$ cat config.mk
export PLATFORM = sky130hd
export DESIGN_NAME = mq_port_unit
export DESIGN_NICKNAME = d
export VERILOG_FILES = /design/src/rtl/mq_pkg.sv /design/src/rtl/mq_rst_sync.sv /design/src/rtl/mq_decode.sv /design/src/rtl/mq_fifo.sv /design/src/rtl/mq_status.sv /design/src/rtl/mq_port_unit.sv
export SDC_FILE = /design/constraint.sdc
export NUM_CORES = 2
export LEC_CHECK = 0
export BUFFER_PORTS_ARGS = -buffer_cell sky130_fd_sc_hd__buf_2
export CAP_MARGIN = 30
export CELL_PAD_IN_SITES_DETAIL_PLACEMENT = 1
export CELL_PAD_IN_SITES_GLOBAL_PLACEMENT = 2
export CORE_AREA = 2 2 448 450
export CTS_BUF_LIST = sky130_fd_sc_hd__clkbuf_8
export DETAILED_ROUTE_END_ITERATION = 10
export DIE_AREA = 0 0 450 452
export GPL_TIMING_DRIVEN = 0
export PLACE_DENSITY = 0.79
export SLEW_MARGIN = 20
export SYNTH_ARGS = -nofsm -noshare
export SYNTH_HDL_FRONTEND = slang
export SYNTH_SLANG_ARGS = --single-unit
$ cat constraint.sdc
create_clock -name clk -period 7.19 [get_ports clk]
set_input_delay 1.438 -clock clk [delete_from_list [all_inputs] [get_ports clk]]
set_output_delay 1.438 -clock clk [all_outputs]
set_load 0.05 [all_outputs]
$ cat src/rtl/mq_pkg.sv
package mq_pkg;
  localparam int unsigned NUM_Q   = 4;
  localparam int unsigned NUM_MSG = 2;
  localparam int unsigned ADDR_W  = 3;

  localparam int unsigned Q_IFREE = 0;
  localparam int unsigned Q_IPOST = 1;
  localparam int unsigned Q_OPOST = 2;
  localparam int unsigned Q_OFREE = 3;

  typedef enum logic [ADDR_W-1:0] {
    A_IN_PORT  = 3'd0,
    A_OUT_PORT = 3'd1,
    A_MSG_STAT = 3'd2,
    A_MSG_EN   = 3'd3,
    A_OMSG0    = 3'd4,
    A_OMSG1    = 3'd5,
    A_OVF      = 3'd6,
    A_RSVD     = 3'd7
  } reg_addr_e;

  typedef struct packed {
    logic               rd_en;
    logic               rd_host;
    reg_addr_e          rd_sel;
    logic               in_port_rd;
    logic               in_port_wr;
    logic               out_port_rd;
    logic               out_port_wr;
    logic               stat_clr;
    logic               en_wr;
    logic               ovf_clr;
    logic [NUM_MSG-1:0] msg_wr;
  } acc_dec_s;
endpackage

$ cat src/rtl/mq_rst_sync.sv
module mq_rst_sync #(
  parameter int unsigned STAGES = 2
) (
  input  logic clk,
  input  logic rst_n,
  output logic rst_n_sync
);
  logic [STAGES-1:0] sync_q;
  logic [STAGES-1:0] sync_n;

  always_comb begin
    sync_n = {sync_q[STAGES-2:0], 1'b1};
  end

  always_ff @(posedge clk or negedge rst_n) begin
    if (!rst_n) sync_q <= '0;
    else        sync_q <= sync_n;
  end

  assign rst_n_sync = sync_q[STAGES-1];
endmodule

$ cat src/rtl/mq_decode.sv
module mq_decode
  import mq_pkg::*;
(
  input  logic              req_valid,
  input  logic              req_write,
  input  logic              req_host,
  input  logic [ADDR_W-1:0] req_addr,
  output acc_dec_s          dec
);
  logic rd;
  logic wr;

  always_comb begin
    rd = req_valid & ~req_write;
    wr = req_valid &  req_write;

    dec             = '0;
    dec.rd_en       = rd;
    dec.rd_host     = req_host;
    dec.rd_sel      = reg_addr_e'(req_addr);
    dec.in_port_rd  = rd & req_host & (req_addr == A_IN_PORT);
    dec.in_port_wr  = wr & req_host & (req_addr == A_IN_PORT);
    dec.out_port_rd = rd & req_host & (req_addr == A_OUT_PORT);
    dec.out_port_wr = wr & req_host & (req_addr == A_OUT_PORT);
    dec.stat_clr    = wr & req_host & (req_addr == A_MSG_STAT);
    dec.en_wr       = wr & (req_addr == A_MSG_EN);
    dec.ovf_clr     = wr & (req_addr == A_OVF);
    for (int m = 0; m < NUM_MSG; m++) begin
      dec.msg_wr[m] = wr & ~req_host &
                      (req_addr == ADDR_W'(int'(A_OMSG0) + m));
    end
  end
endmodule

$ cat src/rtl/mq_fifo.sv
module mq_fifo #(
  parameter  int unsigned DW    = 32,
  parameter  int unsigned DEPTH = 16,
  localparam int unsigned AW    = (DEPTH > 1) ? $clog2(DEPTH) : 1,
  localparam int unsigned LW    = $clog2(DEPTH + 1)
) (
  input  logic          clk,
  input  logic          rst_n,
  input  logic          push_req,
  input  logic [DW-1:0] push_data,
  input  logic          pop_req,
  output logic [DW-1:0] head_data,
  output logic          push_drop,
  output logic [LW-1:0] level,
  output logic          empty,
  output logic          full
);
  logic [DW-1:0] mem [DEPTH];
  logic [AW-1:0] wr_ptr, wr_ptr_n;
  logic [AW-1:0] rd_ptr, rd_ptr_n;
  logic [LW-1:0] level_n;
  logic          pop_ok;
  logic          push_ok;

  always_comb begin
    empty     = (level == '0);
    full      = (level == LW'(DEPTH));
    pop_ok    = pop_req & ~empty;
    push_ok   = push_req & (~full | pop_ok);
    push_drop = push_req & ~push_ok;
    head_data = empty ? '1 : mem[rd_ptr];

    wr_ptr_n = wr_ptr;
    if (push_ok) wr_ptr_n = (wr_ptr == AW'(DEPTH - 1)) ? '0 : wr_ptr + 1'b1;
    rd_ptr_n = rd_ptr;
    if (pop_ok)  rd_ptr_n = (rd_ptr == AW'(DEPTH - 1)) ? '0 : rd_ptr + 1'b1;

    case ({push_ok, pop_ok})
      2'b10:   level_n = level + 1'b1;
      2'b01:   level_n = level - 1'b1;
      default: level_n = level;
    endcase
  end

  always_ff @(posedge clk or negedge rst_n) begin
    if (!rst_n) begin
      wr_ptr <= '0;
      rd_ptr <= '0;
      level  <= '0;
    end else begin
      wr_ptr <= wr_ptr_n;
      rd_ptr <= rd_ptr_n;
      level  <= level_n;
    end
  end

  always_ff @(posedge clk) begin
    if (push_ok) mem[wr_ptr] <= push_data;
  end
endmodule

$ cat src/rtl/mq_status.sv
module mq_status
  import mq_pkg::*;
#(
  parameter int unsigned DW = 32
) (
  input  logic                         clk,
  input  logic                         rst_n,
  input  logic [NUM_MSG-1:0]           msg_wr,
  input  logic                         stat_clr,
  input  logic                         en_wr,
  input  logic                         ovf_clr,
  input  logic [DW-1:0]                wdata,
  input  logic [NUM_Q-1:0]             q_drop,
  output logic [NUM_MSG-1:0][DW-1:0]   omsg,
  output logic [NUM_MSG-1:0]           msg_stat,
  output logic [NUM_MSG-1:0]           msg_en,
  output logic [NUM_Q-1:0]             ovf,
  output logic                         host_irq
);
  logic [NUM_MSG-1:0] stat_n;
  logic [NUM_MSG-1:0] en_n;
  logic [NUM_Q-1:0]   ovf_n;

  always_comb begin
    for (int m = 0; m < NUM_MSG; m++) begin
      stat_n[m] = msg_wr[m] | (msg_stat[m] & ~(stat_clr & wdata[m]));
    end
    en_n  = en_wr ? wdata[NUM_MSG-1:0] : msg_en;
    ovf_n = (ovf & ~({NUM_Q{ovf_clr}} & wdata[NUM_Q-1:0])) | q_drop;
  end

  always_ff @(posedge clk or negedge rst_n) begin
    if (!rst_n) begin
      msg_stat <= '0;
      msg_en   <= '1;
      ovf      <= '0;
    end else begin
      msg_stat <= stat_n;
      msg_en   <= en_n;
      ovf      <= ovf_n;
    end
  end

  for (genvar m = 0; m < NUM_MSG; m++) begin : g_msg
    always_ff @(posedge clk or negedge rst_n) begin
      if (!rst_n)         omsg[m] <= '0;
      else if (msg_wr[m]) omsg[m] <= wdata;
    end
  end

  assign host_irq = |(msg_stat & msg_en);
endmodule

$ cat src/rtl/mq_port_unit.sv
module mq_port_unit
  import mq_pkg::*;
#(
  parameter int unsigned DATA_W = 32,
  parameter int unsigned DEPTH  = 16
) (
  input  logic              clk,
  input  logic              rst_n,
  input  logic              req_valid,
  input  logic              req_write,
  input  logic              req_host,
  input  logic [2:0]        req_addr,
  input  logic [DATA_W-1:0] req_wdata,
  output logic [DATA_W-1:0] rsp_rdata,
  input  logic              lp_ifree_push,
  input  logic [DATA_W-1:0] lp_ifree_data,
  output logic              lp_ifree_full,
  input  logic              lp_opost_push,
  input  logic [DATA_W-1:0] lp_opost_data,
  output logic              lp_opost_full,
  input  logic              lp_ipost_pop,
  output logic [DATA_W-1:0] lp_ipost_data,
  output logic              lp_ipost_empty,
  input  logic              lp_ofree_pop,
  output logic [DATA_W-1:0] lp_ofree_data,
  output logic              lp_ofree_empty,
  output logic              host_irq
);
  localparam int unsigned LVL_W = $clog2(DEPTH + 1);

  logic                              rst_n_sync;
  acc_dec_s                          dec;
  logic [NUM_Q-1:0]                  q_push, q_pop, q_drop, q_empty, q_full;
  logic [NUM_Q-1:0][DATA_W-1:0]      q_wdata, q_head;
  logic [NUM_Q-1:0][LVL_W-1:0]       q_level;
  logic [NUM_MSG-1:0][DATA_W-1:0]    omsg;
  logic [NUM_MSG-1:0]                msg_stat, msg_en;
  logic [NUM_Q-1:0]                  ovf;
  logic [DATA_W-1:0]                 rdata_n;

  mq_rst_sync #(.STAGES(2)) u_rst_sync (
    .clk        (clk),
    .rst_n      (rst_n),
    .rst_n_sync (rst_n_sync)
  );

  mq_decode u_decode (
    .req_valid (req_valid),
    .req_write (req_write),
    .req_host  (req_host),
    .req_addr  (req_addr),
    .dec       (dec)
  );

  // queue steering: each queue has one producer and one consumer
  always_comb begin
    q_push[Q_IFREE]  = lp_ifree_push;
    q_wdata[Q_IFREE] = lp_ifree_data;
    q_pop[Q_IFREE]   = dec.in_port_rd;

    q_push[Q_IPOST]  = dec.in_port_wr;
    q_wdata[Q_IPOST] = req_wdata;
    q_pop[Q_IPOST]   = lp_ipost_pop;

    q_push[Q_OPOST]  = lp_opost_push;
    q_wdata[Q_OPOST] = lp_opost_data;
    q_pop[Q_OPOST]   = dec.out_port_rd;

    q_push[Q_OFREE]  = dec.out_port_wr;
    q_wdata[Q_OFREE] = req_wdata;
    q_pop[Q_OFREE]   = lp_ofree_pop;
  end

  for (genvar q = 0; q < NUM_Q; q++) begin : g_q
    mq_fifo #(.DW(DATA_W), .DEPTH(DEPTH)) u_fifo (
      .clk       (clk),
      .rst_n     (rst_n_sync),
      .push_req  (q_push[q]),
      .push_data (q_wdata[q]),
      .pop_req   (q_pop[q]),
      .head_data (q_head[q]),
      .push_drop (q_drop[q]),
      .level     (q_level[q]),
      .empty     (q_empty[q]),
      .full      (q_full[q])
    );
  end

  mq_status #(.DW(DATA_W)) u_status (
    .clk      (clk),
    .rst_n    (rst_n_sync),
    .msg_wr   (dec.msg_wr),
    .stat_clr (dec.stat_clr),
    .en_wr    (dec.en_wr),
    .ovf_clr  (dec.ovf_clr),
    .wdata    (req_wdata),
    .q_drop   (q_drop),
    .omsg     (omsg),
    .msg_stat (msg_stat),
    .msg_en   (msg_en),
    .ovf      (ovf),
    .host_irq (host_irq)
  );

  always_comb begin
    rdata_n = '0;
    if (dec.rd_en) begin
      case (dec.rd_sel)
        A_IN_PORT:  if (dec.rd_host) rdata_n = q_head[Q_IFREE];
        A_OUT_PORT: if (dec.rd_host) rdata_n = q_head[Q_OPOST];
        A_MSG_STAT: if (dec.rd_host) rdata_n = DATA_W'(msg_stat);
        A_MSG_EN:   rdata_n = DATA_W'(msg_en);
        A_OMSG0:    rdata_n = omsg[0];
        A_OMSG1:    rdata_n = omsg[1];
        A_OVF:      rdata_n = DATA_W'(ovf);
        default:    rdata_n = '0;
      endcase
    end
  end

  assign rsp_rdata      = rdata_n;
  assign lp_ifree_full  = q_full[Q_IFREE];
  assign lp_opost_full  = q_full[Q_OPOST];
  assign lp_ipost_data  = q_head[Q_IPOST];
  assign lp_ipost_empty = q_empty[Q_IPOST];
  assign lp_ofree_data  = q_head[Q_OFREE];
  assign lp_ofree_empty = q_empty[Q_OFREE];
endmodule

* After elaboration in Yosys (flattened, before gate mapping)
Memory sizes are Yosys's and may differ from the RTL's.
Index checks and enable logic that the tools add are counted.
** Cells by class
- $add $sub $neg :: 16
- Reduce and logical (&&, ||, !) cells :: 10
- Bitwise logic cells :: 57
- Equal/unequal tests :: 26
- Multiplexer cells :: 29
** Operators with widths (count)
- 32-bit 2-to-1 mux :: 7
- 32-bit case mux with 7 select lines :: 1
- 5-bit case mux with 2 select lines :: 4
- 4-bit by 1-bit adder with 4-bit output, second input constant :: 8
- 4-bit equality test, second input constant :: 8
- 4-bit 2-to-1 mux :: 8
- 1-bit AND :: 30
- 5-bit by 1-bit adder with 5-bit output, second input constant :: 4
- 5-bit equality test, second input constant :: 4
- 5-bit logical NOT :: 4
- 5-bit by 1-bit subtractor with 5-bit output, second input constant :: 4
- 1-bit NOT :: 16
- 3-bit equality test, second input constant :: 3
- 4-bit AND :: 2
- 2-bit by 1-bit equality test with 1-bit output, second input constant :: 4
- 2-bit equality test, second input constant :: 4
- 1-bit 2-to-1 mux :: 8
- 2-bit nonzero test :: 4
- 3-bit by 2-bit equality test with 1-bit output, second input constant :: 2
- 1-bit bitwise OR :: 6
- 4-bit NOT :: 1
- 4-bit bitwise OR :: 1
- 3-bit by 1-bit equality test with 1-bit output, second input constant :: 1
- 3-bit logical NOT :: 1
- 3 further kinds :: 3
** Word-level totals
- Word-level logic and storage cells :: 160
- Output and inout bits :: 101
- Bits of input ports :: 108
- Memories :: 4
- Register bits :: 126
- Bits in writable memories :: 2048
** Memories
- g_q[0].u_fifo.mem :: depth 16, width 32, rd ports 1, clocked after Yosys merged registers in 0, wr ports 1, line mq_fifo.sv:18 : logic [DW-1:0] mem [DEPTH];
- g_q[1].u_fifo.mem :: depth 16, width 32, rd ports 1, clocked after Yosys merged registers in 0, wr ports 1, line mq_fifo.sv:18
- g_q[2].u_fifo.mem :: depth 16, width 32, rd ports 1, clocked after Yosys merged registers in 0, wr ports 1, line mq_fifo.sv:18
- g_q[3].u_fifo.mem :: depth 16, width 32, rd ports 1, clocked after Yosys merged registers in 0, wr ports 1, line mq_fifo.sv:18

* Logic depth before layout (Yosys ltp)
- Depth after elaboration :: 10
- Depth in mapped cells :: 11

* Modules after synthesis
From an unflattened synthesis, not the netlist that was laid out.
** Second synthesis, totals
- Cells, all modules :: 4446
- Area total of the unflattened synthesis :: 86823.3 um2
** Modules (own cells, without submodules)
- mq_fifo at g_q[1].u_fifo ... :: area an instance 20564.7 um2, cells each 1023, seq. area each 15700.1 um2, instances 3
- mq_fifo at g_q[0].u_fifo :: area an instance 20562.2 um2, cells each 1023, seq. area each 15700.1 um2, instances 1
- mq_status :: area an instance 2984.1 um2, cells each 159, seq. area each 1804.2 um2, instances 1
- mq_port_unit :: area an instance 1365.1 um2, cells each 171, seq. area each 0.0 um2, instances 1
- mq_decode :: area an instance 163.9 um2, cells each 21, seq. area each 0.0 um2, instances 1
- mq_rst_sync :: area an instance 53.8 um2, cells each 3, seq. area each 50.0 um2, instances 1

* Least setup slack after synthesis
OpenSTA, ideal clock, no wires.
- Path kind :: input to register
- From :: input req_host
- To :: memory g_q[0].u_fifo.mem[0][0], enable pin
- Arrival time :: 5753 ps
- Path buffers :: 2
- Stages :: 6
- Required time :: 6677 ps
- Slack :: 924 ps
- Cells stage by stage :: buf_2 > nand4bb_1 > nor2_1 > o21ai_1 > buf_2 > nor4b_1
** On the way
- Word-level cells in the longest chain between the ends :: 7
** Ends and longest elaborated chain
- start, declared :: line mq_port_unit.sv:11 : input logic req_host,
- 1-bit AND (2 in series) :: line mq_decode.sv:21 : dec.in_port_rd = rd & req_host & (req_addr == A_IN_PORT);
- 1-bit AND :: line mq_fifo.sv:28 : pop_ok = pop_req & ~empty;
- 1-bit bitwise OR :: line mq_fifo.sv:29 : push_ok = push_req & (~full | pop_ok);
- 1-bit AND :: line mq_fifo.sv:29
- 1-bit 2-to-1 mux :: line mq_fifo.sv:58 : if (push_ok) mem[wr_ptr] <= push_data;
- 1-bit 2-to-1 mux (not written as such) :: line mq_fifo.sv:58
- end, declared :: line mq_fifo.sv:18
Every way passes these cells.

* Worst setup path in the final report
- From :: input req_addr[1]
- To :: output rsp_rdata[11]
** On the way
- Word-level cells in the longest chain between the ends :: 3
- Elaborated cells between the ends (all ways) :: 9
** Ends and longest elaborated chain
- start, declared :: line mq_port_unit.sv:12 : input logic [2:0] req_addr,
- 3-bit equality test (tied with other cells) :: line mq_port_unit.sv:108 : case (dec.rd_sel)
- 32-bit case mux with 7 select lines * :: line mq_port_unit.sv:108
- 32-bit 2-to-1 mux * :: line mq_port_unit.sv:107 : if (dec.rd_en) begin
- end, declared :: line mq_port_unit.sv:14 : output logic [DATA_W-1:0] rsp_rdata,
Every way passes the cells marked *; elsewhere a longest branch is shown, timed or not.

==> metrics.log <==
[metrics] post-synthesis average cell area: about 21 um^2
[metrics] instance count of the mapped netlist: just over 4,000
[metrics] cell count of the worst reg-to-reg path: 9
[metrics] Primary FF master, synth: sky130_fd_sc_hd__edfxtp_1
[metrics] library cell used as clock root buffer: sky130_fd_sc_hd__clkbuf_8
[metrics] count of pins on the block boundary: around 210
[metrics] mean routed wirelength per cell: 30.1 um
[metrics] flops & latches, synth: roughly 2,200
[metrics] drt initial violations: roughly 5,000
[metrics] most area-consuming cells after synthesis: sky130_fd_sc_hd__edfxtp_1 (72%), sky130_fd_sc_hd__mux4_2 (12%), sky130_fd_sc_hd__mux2i_1 (3.9%)
[metrics] static leakage: between 30 and 40 nW
[metrics] post-synth design cell area: approximately 85,000 um^2
[metrics] Total Die Area: about 200,000 um^2
[metrics] number of max-capacitance violations reported: 0
[metrics] worst endpoint data arrival time: between 4 and 5 ns
[metrics] number of buffers inserted for hold repair after clock tree synthesis: 0
[metrics] effective utilization at floorplan: 0.428
[metrics] largest net degree at the start of global routing: 56
[metrics] warnings from Yosys: 0
[metrics] Die Y-Extent: 452 um
[metrics] I/O Buffers: around 210
[metrics] Max Freq: 0.156 GHz
[metrics] number of setup buffers added after CTS: 0
[metrics] Final setup viols: 0
[metrics] antenna violations before repair: 51
[metrics] share of post-route cells with drive strength above 1: 0.293
[metrics] required time worst endpoint: roughly 5.8 ns
[metrics] Sum Neg Setup Slack: 0 ns
[metrics] number of max-slew violations in the final report: 0
[metrics] number of cells upsized or downsized after cts: 0
[metrics] post-layout worst setup margin: ~0.77 ns
[metrics] dpl ws: ~0.71 ns
[metrics] sequential area share after synthesis: 0.760
[metrics] Crit. End Element: output port
[metrics] Switching Fraction: 0.322
[metrics] RSZ-0062 raised after global routing: no
[metrics] Setup crit end: rsp_rdata[11]
[metrics] cell with the most instances after synthesis: sky130_fd_sc_hd__edfxtp_1
[metrics] TritonRoute pass-1 iters: 5
[metrics] std cell rows: approximately 160
[metrics] Worst setup startpoint: req_addr[1]
[metrics] clock buffer count from CTS: 361
[metrics] Unique masters post-synth: 70
[metrics] Slew headroom: 0.220
[metrics] net switching power: roughly 11 mW
[metrics] run status: finished clean
[metrics] endpoint of the worst register-to-register path: g_q[0].u_fifo.mem[2][15]$_DFFE_PP_
[metrics] post-layout net count: ~4,900
[metrics] Core Box Area: between 150,000 and 200,000 um^2
[metrics] Post-route DRC: 0
[metrics] TritonCTS Sinks: approximately 2,200
[metrics] final non-filler cell total: between 7,000 and 8,000
[metrics] overall die width: between 400 and 500 um
[metrics] instance count after placement with tap cells included: around 7,100
[metrics] All-Layer GR Usage: 0.227
[metrics] PnR Total Power: ~35 mW
[metrics] Final Cell Area: a little under 100,000 um^2
[metrics] Crit Path Class: in -> out
[metrics] final-report hold violation count: 0
[metrics] startpoint of the most critical register-to-register path: g_q[0].u_fifo.level[1]$_DFFE_PN0P_
[metrics] internal power: 23.5 mW
[metrics] weighted congestion at the end of routability-driven global placement: 0.789
[metrics] min Tclk post-route: roughly 6.4 ns
[metrics] Detail Placement HPWL: between 150,000 and 200,000 um
[metrics] global-route wire length before repair: about 330,000 um
[metrics] CTS tree: yes
[metrics] combinational share of power: 0.289
[metrics] Worst-Skew Late Latency: 1.06 ns
[metrics] Net Count, Synth: approximately 4,200
[metrics] Synth top area share: 0.723
[metrics] part of the total power dissipated in sequential elements: 0.430
[metrics] critical path fanouts, max: 10
[metrics] routed vias: between 40,000 and 50,000
[metrics] slew at the pin closest to its max-slew limit: 1.17 ns
[metrics] post-detailed-routing wire length: ~230,000 um
[metrics] power density cells: 353 nW/um^2
[metrics] antenna violation net count after detailed routing: 0
[metrics] biggest area consumer among synthesized cells: sky130_fd_sc_hd__edfxtp_1
[metrics] total congestion overflow after global routing: 0
[metrics] register-to-register path setup slack: 4.03 ns
[metrics] number of fillers in the final layout: around 18,000
[metrics] Placement Cell Area: 91,900 um^2
[metrics] Async SR Flop Fraction: 0.0580
[metrics] final period utilization: 0.893
[metrics] H-tree depth reported by CTS: 5
[metrics] worst IR drop on VDD: 202 uV
[metrics] number of synthesized flops with an enable pin: approximately 2,000
[metrics] clk_skew: a little under 0.05 ns
[metrics] class of the worst hold path: in -> async
[metrics] via-per-instance ratio: between 5 and 6
[metrics] top cell types by occurrence after synthesis: sky130_fd_sc_hd__edfxtp_1 (2,048), sky130_fd_sc_hd__mux4_2 (445), sky130_fd_sc_hd__mux2i_1 (330), sky130_fd_sc_hd__o22ai_1 (130), sky130_fd_sc_hd__dfrtp_1 (124)
[metrics] part of the total power dissipated in the clock network: 0.282
[metrics] clock tree buffer depth: 4
[metrics] kind of launch point of the worst setup path: primary input
[metrics] register clock-pin slew on the reported worst setup and hold paths: 0.06 ns
[metrics] vias in the first global route: ~47,000
[metrics] synthesis-to-finish area growth: 15.5%
## registers in the layout, summed over array words and instances (netlist names), 4 cells and up
| name | cells |
|---|---|
| g_q.u_fifo.mem | 2048 |
| g_q.u_fifo.rd_ptr | 16 |
| g_q.u_fifo.level | 20 |
| g_q.u_fifo.wr_ptr | 16 |
| u_status.ovf | 4 |
| u_status.omsg | 64 |
## placed cells by master, fill, tap and decap left out, drive strengths merged, types with 9 or more instances in the layout
master	count
a221oi	20
ha	32
o21ai	25
and3	10
nor2	95
nand2	46
nor2b	13
clkbuf	475
a21o	14
inv	162
or2	69
o31ai	43
or3	29
and2	17
diode	13
mux2i	330
a21oi	56
clkinv	112
buf	472
mux2	82
nor3	19
o22ai	130
mux4	445
a22oi	28
nand3	10
nand2b	9
dfrtp	124
xnor2	17
edfxtp	2048
## power groups by stage
stage	Clock (mW)	Sequential, mW	Combinational [mW]
floorplan	0	15.1	6.91
global placement	0	15.2	9.63
detailed placement	0	15.1	10.1
CTS	9.93	14.9	10.2
global route	10.4	14.9	10.6
finish	9.76	14.9	10.0
## kinds of logic (layout without fill, tap and decap cells)
group           Yosys count  after routing  synth area share
buf+inv                 260           1231            0.0147
mux                     857            857             0.168
compound gates          353            353            0.0278
flops                  2174           2174             0.760
other cells               1             14         0.0000441
simple gates            350            350            0.0219
fa+ha+maj                36             36           0.00565
xor+xnor                 22             22           0.00227
## worst max-delay path, cell delays in order
cell and delay, ns:
sky130_fd_sc_hd__buf_2 0.15, sky130_fd_sc_hd__nand4bb_1 0.45, sky130_fd_sc_hd__nor2_1 0.79, sky130_fd_sc_hd__clkbuf_1 0.62
sky130_fd_sc_hd__o31ai_1 0.18, sky130_fd_sc_hd__a21oi_1 0.63, sky130_fd_sc_hd__or3_1 0.38, sky130_fd_sc_hd__buf_2 0.33
## worst min path at each step
stage / end / startpoint / cells after the start
after floorplan: u_rst_sync.sync_q[1]$_DFF_PN0_ / u_rst_sync.sync_q[0]$_DFF_PN0_ / 0
after global placement: u_rst_sync.sync_q[1]$_DFF_PN0_ / u_rst_sync.sync_q[0]$_DFF_PN0_ / 0
after detailed placement: g_q[3].u_fifo.rd_ptr[0]$_DFFE_PN0P_ / u_rst_sync.sync_q[1]$_DFF_PN0_ / 0
after CTS: u_rst_sync.sync_q[1]$_DFF_PN0_ / rst_n / 1
after global routing: u_rst_sync.sync_q[1]$_DFF_PN0_ / rst_n / 1
final: u_rst_sync.sync_q[0]$_DFF_PN0_ / rst_n / 1
## per-layer routing
layer | vias up | global-route usage | wire length [um]
met2 | 1953 | 0.380 | 116000
met4 | 12 | 0.0818 | 7850
met5 | - | 0 | 83
met3 | 443 | 0.0418 | 16800
met1 | 23400 | 0.300 | 91100
li1 | 18300 | - | -
## through the flow
| step | util | hold slack, ns |
|---|---|---|
| floorplan | - | 0.331 |
| global placement | 0.450 | 0.337 |
| detailed placement | 0.463 | 0.255 |
| CTS | 0.494 | 0.0956 |
| global route | 0.495 | 0.139 |
| finish | 0.495 | 0.181 |
## layout make-up
cell class                      count  area, um^2  share of cell area
Clock buffer                      367        5050              0.0514
Antenna cell                       13        32.5            0.000331
Timing Repair Buffer              356        3290              0.0334
Inverter                           36         135             0.00138
Multi-Input combinational cell   1619       19500               0.198
Tap cell                         2656        3320              0.0338
Sequential cell                  2174       64700               0.658
Clock inverter                    248        1170              0.0119
Buffer                            224        1110              0.0113
(Power assumes the default switching activity.)
